--- config.mk ---
export PLATFORM = sky130hd
export DESIGN_NAME = usb_suspend_ctl
export DESIGN_NICKNAME = d
export VERILOG_FILES = /design/src/rtl/usb_susp_pkg.sv /design/src/rtl/usb_tick_gen.sv /design/src/rtl/usb_bus_watch.sv /design/src/rtl/usb_idle_timer.sv /design/src/rtl/usb_resume_seq.sv /design/src/rtl/usb_suspend_ctl.sv
export SDC_FILE = /design/constraint.sdc
export NUM_CORES = 1
export LEC_CHECK = 0
export BUFFER_PORTS_ARGS = -buffer_cell sky130_fd_sc_hd__buf_2
export CAP_MARGIN = 20
export CORE_UTILIZATION = 30
export DETAILED_ROUTE_END_ITERATION = 16
export SETUP_SLACK_MARGIN = 0.3
export SLEW_MARGIN = 15
export SYNTH_ARGS = -nofsm -noshare
export SYNTH_HDL_FRONTEND = slang
export SYNTH_SLANG_ARGS = --single-unit
--- constraint.sdc ---
create_clock -name clk -period 7.1 [get_ports clk]
set_input_delay 0.355 -clock clk [delete_from_list [all_inputs] [get_ports clk]]
set_output_delay 0.355 -clock clk [all_outputs]
set_load 0.02 [all_outputs]
--- src/rtl/usb_susp_pkg.sv ---
package usb_susp_pkg;

  typedef enum logic [1:0] {
    ST_ACTIVE    = 2'd0,
    ST_SUSPENDED = 2'd1,
    ST_ASLEEP    = 2'd2,
    ST_RESUMING  = 2'd3
  } pwr_state_e;

  typedef enum logic [1:0] {
    DRV_OFF = 2'd0,
    DRV_J   = 2'd1,
    DRV_K   = 2'd2
  } drv_phase_e;

  // Resume length in ms, forced into 1..15
  function automatic logic [3:0] clamp_resume_ms(input logic [3:0] ms);
    return (ms == 4'd0) ? 4'd1 : ms;
  endfunction

  // Full-speed idle (J): D+ high, D- low
  function automatic logic pair_is_idle(input logic dp, input logic dm);
    return dp & ~dm;
  endfunction

  function automatic bit is_low_power(input pwr_state_e s);
    return (s == ST_SUSPENDED) || (s == ST_ASLEEP);
  endfunction

endpackage

--- src/rtl/usb_tick_gen.sv ---
module usb_tick_gen #(
  parameter int TICK_DIV = 250
) (
  input  logic clk,
  input  logic rst_n,
  input  logic restart,
  output logic tick
);
  localparam int TW = (TICK_DIV > 2) ? $clog2(TICK_DIV) : 1;
  localparam logic [TW-1:0] LAST = TW'(TICK_DIV - 1);

  logic [TW-1:0] cnt_q;

  assign tick = (cnt_q == LAST);

  always_ff @(posedge clk or negedge rst_n) begin
    if (!rst_n)          cnt_q <= '0;
    else if (restart)    cnt_q <= '0;
    else if (tick)       cnt_q <= '0;
    else                 cnt_q <= cnt_q + TW'(1);
  end

  AST_TICK_RANGE: assert property (@(posedge clk) disable iff (!rst_n) cnt_q <= LAST);
endmodule

--- src/rtl/usb_bus_watch.sv ---
module usb_bus_watch
  import usb_susp_pkg::*;
(
  input  logic clk,
  input  logic rst_n,
  input  logic dp_in,
  input  logic dm_in,
  input  logic tick,
  input  logic driving,
  input  logic flag_wr,
  input  logic flag_wr_data,
  output logic dp_sync,
  output logic act_evt,
  output logic act_flag
);
  logic [1:0] dp_pipe, dm_pipe;
  logic       flag_q;
  logic       clear_req;

  always_ff @(posedge clk or negedge rst_n) begin
    if (!rst_n) begin
      dp_pipe <= 2'b11;
      dm_pipe <= 2'b00;
    end else begin
      dp_pipe <= {dp_pipe[0], dp_in};
      dm_pipe <= {dm_pipe[0], dm_in};
    end
  end

  assign dp_sync   = dp_pipe[1];
  assign act_evt   = tick & ~driving & ~pair_is_idle(dp_pipe[1], dm_pipe[1]);
  assign clear_req = flag_wr & ~flag_wr_data;

  always_ff @(posedge clk or negedge rst_n) begin
    if (!rst_n)          flag_q <= 1'b0;
    else if (act_evt)    flag_q <= 1'b1;
    else if (clear_req)  flag_q <= 1'b0;
  end

  assign act_flag = flag_q;

  AST_FLAG_SET: assert property (@(posedge clk) disable iff (!rst_n) act_evt |=> act_flag);
  AST_FLAG_STICKY: assert property (@(posedge clk) disable iff (!rst_n) (act_flag && !clear_req) |=> act_flag);
  AST_FLAG_RISE_CAUSE: assert property (@(posedge clk) disable iff (!rst_n) $rose(act_flag) |-> $past(act_evt));
endmodule

--- src/rtl/usb_idle_timer.sv ---
module usb_idle_timer #(
  parameter int IDLE_TICKS = 3000
) (
  input  logic clk,
  input  logic rst_n,
  input  logic run,
  input  logic tick,
  input  logic act_evt,
  output logic expire
);
  localparam int IW = $clog2(IDLE_TICKS + 1);
  localparam logic [IW-1:0] LAST = IW'(IDLE_TICKS - 1);

  logic [IW-1:0] cnt_q;

  assign expire = run & tick & ~act_evt & (cnt_q == LAST);

  always_ff @(posedge clk or negedge rst_n) begin
    if (!rst_n)              cnt_q <= '0;
    else if (!run || act_evt) cnt_q <= '0;
    else if (tick)           cnt_q <= cnt_q + IW'(1);
  end

  AST_IDLE_BOUND: assert property (@(posedge clk) disable iff (!rst_n) cnt_q <= IW'(IDLE_TICKS));
  AST_IDLE_RESTART: assert property (@(posedge clk) disable iff (!rst_n) (run && act_evt) |=> !expire);
endmodule

--- src/rtl/usb_resume_seq.sv ---
module usb_resume_seq
  import usb_susp_pkg::*;
#(
  parameter int TICKS_PER_MS = 1000
) (
  input  logic       clk,
  input  logic       rst_n,
  input  logic       start,
  input  logic       tick,
  input  logic [3:0] k_ms,
  output logic       tx_en,
  output logic       tx_dat,
  output logic       seq_end,
  output logic       resume_done
);
  localparam int KW = $clog2(15 * TICKS_PER_MS + 1);

  drv_phase_e    phase_q;
  logic [KW-1:0] k_ticks_q, k_cnt_q;
  logic          en_q, dat_q, done_q;

  function automatic logic [KW-1:0] ms_to_ticks(input logic [3:0] ms);
    return KW'(int'(clamp_resume_ms(ms)) * TICKS_PER_MS);
  endfunction

  assign seq_end = (phase_q == DRV_K) && tick && (k_cnt_q == k_ticks_q - KW'(1));

  always_ff @(posedge clk or negedge rst_n) begin
    if (!rst_n) begin
      phase_q   <= DRV_OFF;
      k_ticks_q <= '0;
      k_cnt_q   <= '0;
      en_q      <= 1'b0;
      dat_q     <= 1'b1;
      done_q    <= 1'b0;
    end else begin
      done_q <= seq_end;
      if (start) begin
        phase_q   <= DRV_J;
        k_ticks_q <= ms_to_ticks(k_ms);
        en_q      <= 1'b1;
        dat_q     <= 1'b1;
      end else begin
        case (phase_q)
          DRV_J: if (tick) begin
            phase_q <= DRV_K;
            dat_q   <= 1'b0;
            k_cnt_q <= '0;
          end
          DRV_K: if (tick) begin
            if (seq_end) begin
              phase_q <= DRV_OFF;
              en_q    <= 1'b0;
              dat_q   <= 1'b1;
            end else begin
              k_cnt_q <= k_cnt_q + KW'(1);
            end
          end
          default: ;
        endcase
      end
    end
  end

  assign tx_en       = en_q;
  assign tx_dat      = dat_q;
  assign resume_done = done_q;

  AST_J_FIRST: assert property (@(posedge clk) disable iff (!rst_n) $rose(tx_en) |-> tx_dat);
  AST_J_ONE_TICK: assert property (@(posedge clk) disable iff (!rst_n) (phase_q == DRV_J && tick && !start) |=> (tx_en && !tx_dat));
  AST_K_BOUND: assert property (@(posedge clk) disable iff (!rst_n) (phase_q == DRV_K) |-> (k_cnt_q < k_ticks_q));
  AST_DONE_PULSE: assert property (@(posedge clk) disable iff (!rst_n) resume_done |=> !resume_done);
  AST_DONE_RELEASE: assert property (@(posedge clk) disable iff (!rst_n) resume_done |-> (!tx_en && $past(tx_en)));
endmodule

--- src/rtl/usb_suspend_ctl.sv ---
module usb_suspend_ctl
  import usb_susp_pkg::*;
#(
  parameter int TICK_DIV     = 250,
  parameter int IDLE_TICKS   = 3000,
  parameter int TICKS_PER_MS = 1000
) (
  input  logic       clk,
  input  logic       rst_n,
  input  logic       dp_in,
  input  logic       dm_in,
  input  logic       sleep_req,
  input  logic       wake_en,
  input  logic       flag_wr,
  input  logic       flag_wr_data,
  input  logic       resume_req,
  input  logic [3:0] resume_ms,
  output logic       act_flag,
  output logic       suspend_req,
  output logic       tx_en,
  output logic       tx_dat,
  output logic       wake_irq,
  output logic       resume_done
);
  pwr_state_e state_q, state_d;
  logic tick, act_evt, dp_sync, idle_expire, rs_start, rs_end, wake_cond;

  assign rs_start = resume_req & is_low_power(state_q);

  usb_tick_gen #(.TICK_DIV(TICK_DIV)) u_tick (
    .clk(clk), .rst_n(rst_n), .restart(rs_start), .tick(tick)
  );

  usb_bus_watch u_watch (
    .clk(clk), .rst_n(rst_n), .dp_in(dp_in), .dm_in(dm_in), .tick(tick),
    .driving(tx_en), .flag_wr(flag_wr), .flag_wr_data(flag_wr_data),
    .dp_sync(dp_sync), .act_evt(act_evt), .act_flag(act_flag)
  );

  usb_idle_timer #(.IDLE_TICKS(IDLE_TICKS)) u_idle (
    .clk(clk), .rst_n(rst_n), .run(state_q == ST_ACTIVE), .tick(tick),
    .act_evt(act_evt), .expire(idle_expire)
  );

  usb_resume_seq #(.TICKS_PER_MS(TICKS_PER_MS)) u_resume (
    .clk(clk), .rst_n(rst_n), .start(rs_start), .tick(tick), .k_ms(resume_ms),
    .tx_en(tx_en), .tx_dat(tx_dat), .seq_end(rs_end), .resume_done(resume_done)
  );

  assign wake_cond = ~dp_sync | act_evt;
  assign wake_irq  = (state_q == ST_ASLEEP) & wake_en & wake_cond;

  always_comb begin
    state_d = state_q;
    case (state_q)
      ST_ACTIVE:    if (idle_expire) state_d = ST_SUSPENDED;
      ST_SUSPENDED: begin
        if (rs_start)       state_d = ST_RESUMING;
        else if (act_evt)   state_d = ST_ACTIVE;
        else if (sleep_req) state_d = ST_ASLEEP;
      end
      ST_ASLEEP: begin
        if (rs_start)      state_d = ST_RESUMING;
        else if (wake_irq) state_d = ST_ACTIVE;
      end
      ST_RESUMING:  if (rs_end) state_d = ST_ACTIVE;
      default:      state_d = ST_ACTIVE;
    endcase
  end

  always_ff @(posedge clk or negedge rst_n) begin
    if (!rst_n) state_q <= ST_ACTIVE;
    else        state_q <= state_d;
  end

  assign suspend_req = is_low_power(state_q);

  AST_WAKE_ONE_CYCLE: assert property (@(posedge clk) disable iff (!rst_n) wake_irq |=> !wake_irq);
  AST_WAKE_WHILE_SUSP: assert property (@(posedge clk) disable iff (!rst_n) wake_irq |-> suspend_req);
  AST_WAKE_LEAVES: assert property (@(posedge clk) disable iff (!rst_n) (wake_irq && !resume_req) |=> !suspend_req);
  AST_SLEEP_ENTRY: assert property (@(posedge clk) disable iff (!rst_n) (state_q == ST_ASLEEP && $past(state_q) != ST_ASLEEP) |-> $past(state_q) == ST_SUSPENDED);
  AST_SUSP_DROP: assert property (@(posedge clk) disable iff (!rst_n) (state_q == ST_SUSPENDED && act_evt && !resume_req) |=> !suspend_req);
  AST_RESUME_GATE: assert property (@(posedge clk) disable iff (!rst_n) $rose(tx_en) |-> $past(suspend_req));
  AST_DRIVE_STATE: assert property (@(posedge clk) disable iff (!rst_n) tx_en |-> (state_q == ST_RESUMING));
endmodule

== After elaboration in Yosys (flattened, before gate mapping) ==
Cells that the tools add are included.

* Register bits after elaboration: 57
* Bits of input ports: 13
* Output and inout bits: 6
* Word-level logic and storage cells: 103

* Add/sub/neg operators: 4
* $mul: 1
* Equal/unequal tests: 18
* Mux-type cells: 32
* Bitwise operators: 18
* Reduce and logical (&&, ||, !) cells: 18

{| class="wikitable"
|+ Operators by type and width
! kind !! number
|-
| $mux W14 || 3
|-
| $pmux W14 S2 || 1
|-
| $mux W12 || 2
|-
| $mux W2 || 10
|-
| $mux W8 || 2
|-
| $add A14 B1 Y14 const B || 1
|-
| $eq A14 B14 Y1 || 1
|-
| $sub A14 B1 Y14 const B || 1
|-
| $add A12 B1 Y12 const B || 1
|-
| $eq A12 B12 Y1 const B || 1
|-
| $reduce_bool A2 Y1 || 6
|-
| $mul A4 B7 Y11 const B || 1
|-
| $and A1 B1 Y1 || 10
|-
| $mux W1 || 10
|-
| $ne A3 B3 Y1 const B || 3
|-
| $add A8 B1 Y8 const B || 1
|-
| $eq A8 B8 Y1 const B || 1
|-
| $ne A2 B2 Y1 const B || 4
|-
| $pmux W2 S4 || 1
|-
| $reduce_and A4 Y1 || 2
|-
| $not A1 Y1 || 7
|-
| $eq A2 B2 Y1 const B || 3
|-
| $reduce_and A5 Y1 || 1
|-
| $eq A2 B1 Y1 const B || 2
|-
| 14 further kinds || 16
|}

== Longest topological paths before layout ==
* Word-level depth: 9
* Mapped depth: 17
* Mapped depth without buffers: 17

== Hierarchy ==
From an unflattened synthesis, not the netlist that was laid out.

* Cell total of the unflattened synthesis: 402
* Area, all modules: 3841.2 µm²

{| class="wikitable"
|+ By module, submodules not included
! module !! times used !! cells an instance !! area each (µm²) !! seq. area each (µm²)
|-
| usb_resume_seq || 1 || 257 || 2376.0 || 752.0
|-
| usb_idle_timer || 1 || 66 || 643.1 || 300.3
|-
| usb_tick_gen || 1 || 42 || 409.1 || 200.2
|-
| usb_suspend_ctl || 1 || 27 || 247.7 || 50.0
|-
| usb_bus_watch || 1 || 10 || 165.2 || 127.6
|}

== Worst setup path before layout ==
No wires, ideal clock.

* Kind: input port to flip-flop
* Start point: input resume_ms[2]
* End point: register u_resume.k_ticks_q[12]
* Arrival time: 2.980 ns
* Data required time: 6.966 ns
* Slack: 3.986 ns
* Stages: 16
* Buffers on the path: 0
* Path through: inv_1 ha_1 nand2_1 nor2_1 nor2_1 ha_1 fa_1 inv_1 fa_1 nor2b_1 o21ai_0 a21oi_1 nor2_1 o21ai_0 xnor2_1 o21ai_0

* Word-level cells in the longest chain between the ends: 3

{| class="wikitable"
|+ RTL lines
! what !! RTL line !! text
|-
| start, declared || usb_suspend_ctl.sv:17 || <nowiki>input logic [3:0] resume_ms,</nowiki>
|-
| $logic_not A4 Y1 || usb_susp_pkg.sv:18 || <nowiki>return (ms == 4'd0) ? 4'd1 : ms;</nowiki>
|-
| $mux W4 * || usb_susp_pkg.sv:18 ||
|-
| $mul A4 B7 Y11 * || usb_resume_seq.sv:23 || <nowiki>return KW'(int'(clamp_resume_ms(ms)) * TICKS_PER_MS);</nowiki>
|-
| end signal, assigned || usb_resume_seq.sv:40 || <nowiki>k_ticks_q <= ms_to_ticks(k_ms);</nowiki>
|-
| end, declared || usb_resume_seq.sv:19 || <nowiki>logic [KW-1:0] k_ticks_q, k_cnt_q;</nowiki>
|}

Every way passes the cells marked *; elsewhere a longest branch is shown, timed or not.
A chain may end at the register's enable or synchronous reset.

== Worst setup path in the final report ==
* Start point: input resume_ms[2]
* End point: register u_resume.k_ticks_q[13]

The elaborated chain is that of the path after synthesis.

==> qor_table.md <==
| Parameter | Reported |
| --- | --- |
| Outcome | completed |
| Slew margin rel. | 44.4% |
| DR vias/cell | 4.82 |
| Mapped Area | 3800 um2 |
| Share of total power in sequential cells | 33.5% |
| Placed wire-length estimate | 5.81 mm |
| Fin. Hold Viols | 0 |
| WS Path Type | in -> reg |
| Overflow left after global routing | 0 |
| DRT Wirelength | 7.82 mm |
| Worst VDD drop | 0.122 mV |
| Initial antenna violation count | 0 |
| Count of flip-flops with a built-in enable after synthesis | 0 |
| Top Family by Delay on Critical Path | compound AO/OA/AOI/OAI gates |
| Pint | 855 uW |
| Adder-cell share of the synthesized area | 12.2% |
| TritonCTS Buffers | 9 |
| Die outline height | 115 um |
| Ratio of cells with drive above 1 in the final layout | 11.0% |
| IO buf count | 18 |
| Pin count of the biggest net entering global routing | 32 |
| RSZ-0062 raised after global routing | false |
| Pins over their slew limit | 0 |
| Final setup viols | 0 |
| Placeable core region | 12200 um2 |
| Critical Path Max Stage Delay | 0.54 ns |
| Instance count of the mapped netlist | 418 |
| Remaining design rule violation count | 0 |
| Wire length of the first global-routing pass | 13.5 mm |
| Fmax | 311 MHz |
| Die Footprint | 13100 um2 |
| Initial DRT Pass Iterations | 4 |
| Clock latency at the later pin of the worst-skew pair | 0.33 ns |
| Critical Path Fanout Max | 6 |
| Utilization after layout | 35.6% |
| Final std cell area, no fill | 4330 um2 |
| Required time at the endpoint of the critical path | 7.27 ns |
| Pre-CTS setup slack | 3.52 ns |
| Area growth, synth to finish | 14.0% |
| Static power due to leakage | 1.93 nW |
| Wire per inst | 12.9 um |
| Multiplexer share of the synthesized area | 0.922% |
| Yosys cell types | 57 |
| Via count | 2921 |
| Synth async-reset ratio | 100% |
| Setup TNS after final layout | 0 ns |
| Number of buffers inserted to repair setup after CTS | 0 |
| Number of diodes added for antenna fixing | 0 |
| Total nets after synthesis | 463 |
| Number of fill cells | 1233 |
| Time the final worst path needs with I/O delays and setup | 3.22 ns |
| Post-synthesis share of cell area spent on xor and xnor gates | 7.61% |
| Dominant combinational cell family by area after synthesis | simple AND/OR/NAND/NOR gates |
| Hold-fix buffers at CTS | 0 |
| Dominant synthesized flop cell | sky130_fd_sc_hd__dfrtp_1 |
| Area share of and/or/nand/nor cells after synthesis | 21.8% |
| Buffering stage count on the worst path with inverters included | 3 |
| Initial drt markers | 114 |
| Ordered cell list for the critical path | buf_2 -> inv_1 -> ha_1 -> a21oi_1 -> inv_1 -> fa_1 -> ha_1 -> a21o_1 -> a21o_1 -> a21oi_1 -> o211ai_1 -> a31oi_1 -> xor2_1 -> o21ai_0 |
| Post-route antenna net violation count | 0 |
| Ys Warns | 0 |
| Worst hold path type | in -> async |
| Buffer levels on the longest clock path | 2 |
| Gates resized, CTS repair | 0 |
| Combinational group share of total power | 32.3% |
| CP Launch Type | primary input |
| Total power per unit cell area | 304 nW/um2 |
| Worst-Margin Slew | 0.831 ns |
| Clock Skews | 0.00959 ns |
| Placed inst area | 4020 um2 |
| Reg clk slew, reported paths | 0.05 ns |
| Global-route total usage across every layer | 13.1% |
| Clk sinks | 57 |
| Slowest cell on the critical path | sky130_fd_sc_hd__fa_1 |
| Mean Syn Cell Area | 9.09 um2 |
| Clock group share of total power | 34.2% |
| Leading cell type in the layout, fill and taps excluded | sky130_fd_sc_hd__dfrtp_1 |
| Highest-count cells in the layout ignoring fill and taps | sky130_fd_sc_hd__dfrtp_1, sky130_fd_sc_hd__nand2_1, sky130_fd_sc_hd__nor2_1, sky130_fd_sc_hd__inv_1 |
| Routability Congestion | 0.801 |
| Setup crit end kind | flip-flop |
| Final hold slack | 0.0331 ns |
| Vias in the first global route | 2879 |
| Switching power | 462 uW |
| TritonCTS clock tree | yes |
| Clock Tree Root | sky130_fd_sc_hd__clkbuf_16 |
| Final critical-path setup slack | 3.88 ns |
| Data arrival time at the worst-slack endpoint | 3.39 ns |
| Layout net count | 478 |
| Count of pins on the block boundary | 19 |
| Initial core utilization | 31.2% |
| Share of the synthesized area in compound gates (AO/OA/AOI/OAI) | 14.8% |
| Horizontal die dimension | 115 um |
| Share of total power consumed by net switching | 35.1% |
| Number of max-cap violations | 0 |
| Final cycle utilization of the critical path | 45.3% |
| Post-synthesis sequential area ratio | 37.6% |
| Flop and latch count out of synthesis | 57 |
| Maximum level of the CTS H-tree | 3 |
| Cell Rows | 40 |
## cells in the mapped netlist, types with 3 or more instances
cell type                  instances  area (um2)
sky130_fd_sc_hd__buf_6             4        45.0
sky130_fd_sc_hd__nand3_1          25         125
sky130_fd_sc_hd__o31ai_1          11        82.6
sky130_fd_sc_hd__and4_1            4        35.0
sky130_fd_sc_hd__dfrtp_1          54        1350
sky130_fd_sc_hd__o211ai_1          3        22.5
sky130_fd_sc_hd__xor2_1           20         175
sky130_fd_sc_hd__o21ai_0          23         115
sky130_fd_sc_hd__nor3_1            6        30.0
sky130_fd_sc_hd__nor2_1           31         116
sky130_fd_sc_hd__and2_1            3        18.8
sky130_fd_sc_hd__dfstp_2           3        78.8
sky130_fd_sc_hd__fa_1              7         140
sky130_fd_sc_hd__or3_1             3        18.8
sky130_fd_sc_hd__o21ai_1           9        45.0
sky130_fd_sc_hd__nor2b_1           6        37.5
sky130_fd_sc_hd__and3_1           10        62.6
sky130_fd_sc_hd__nand2b_1          6        37.5
sky130_fd_sc_hd__a21o_1           10        75.1
sky130_fd_sc_hd__ha_1             25         313
sky130_fd_sc_hd__inv_1            28         105
sky130_fd_sc_hd__nor3b_1           3        22.5
sky130_fd_sc_hd__clkbuf_1          7        26.3
sky130_fd_sc_hd__nand2_1          47         176
sky130_fd_sc_hd__xnor2_1          13         114
sky130_fd_sc_hd__buf_2             3        15.0
sky130_fd_sc_hd__nand4_1           3        18.8
sky130_fd_sc_hd__a21oi_1          16        80.1
## cells by family after synthesis
| kind of cell | count (synthesis) |
|---|---|
| multiplexers | 3 |
| adder cells (fa/ha/maj) | 33 |
| flip-flops | 57 |
| AO/OA/AOI/OAI | 88 |
| XOR/XNOR | 33 |
| AND/OR/NAND/NOR | 161 |
| buffers and inverters | 43 |
## routing by layer
| metal | track usage (%) | routed length, um | vias up |
|---|---|---|---|
| met5 | 0 | 0 | - |
| li1 | - | - | 1468 |
| met3 | 3.12 | 266 | 12 |
| met4 | 5.63 | 147 | 0 |
| met2 | 22.0 | 3760 | 40 |
| met1 | 16.1 | 3650 | 1401 |
## power groups by stage
stage	logic [mW]	clock network [mW]	registers, mW
after floorplan	0.355	0	0.421
after global placement	0.421	0	0.444
after detailed placement	0.429	0	0.448
after CTS	0.432	0.462	0.442
after global routing	0.487	0.475	0.451
final	0.426	0.450	0.441
## final timing paths
path / start / end / slack [ns] / depth (start not counted)
max: resume_ms[2] / u_resume.k_ticks_q[13] / 3.88 / 14
min reg2reg: u_watch.dm_pipe[0] / u_watch.dm_pipe[1] / 0.35 / 0
min in group clk: dp_in / u_watch.dp_pipe[0] / 0.13 / 1
min: rst_n / u_idle.cnt_q[6] / 0.03 / 1
max in group asynchronous: rst_n / u_watch.dp_pipe[1] / 6.18 / 2
max reg2reg: u_resume.phase_q[0] / u_resume.k_cnt_q[13] / 4.11 / 9
## sequential cells by signal, indices dropped and copies added (netlist names)
register / cells
u_resume.resume_done: 1
u_watch.act_flag: 1
u_resume.tx_dat: 1
u_watch.dm_pipe: 2
u_idle.cnt_q: 12
u_resume.k_cnt_q: 14
u_watch.dp_pipe: 2
u_resume.phase_q: 2
u_resume.tx_en: 1
u_resume.k_ticks_q: 11
state_q: 2
u_tick.cnt_q: 8
## area by class of cell
type                    count  area [um2]  area share (%)
clock buffers              11         233            5.37
flip-flops and latches     57        1430            33.0
repair buffers             19        97.6            2.25
clock inverters             5        81.3            1.88
well taps                 168         210            4.85
inverters                  28         105            2.43
multi-input cells         318        2170            50.2
## per-stage QoR
| stage | instances | power (mW) |
|---|---|---|
| 2_1_floorplan | 418 | 0.776 |
| 3_3_place_gp | 590 | 0.865 |
| 3_5_place_dp | 590 | 0.877 |
| 4_1_cts | 606 | 1.34 |
| 5_1_grt | 606 | 1.41 |
| 6_report | 606 | 1.32 |
No activity file was read; power rests on OpenSTA's default activity.
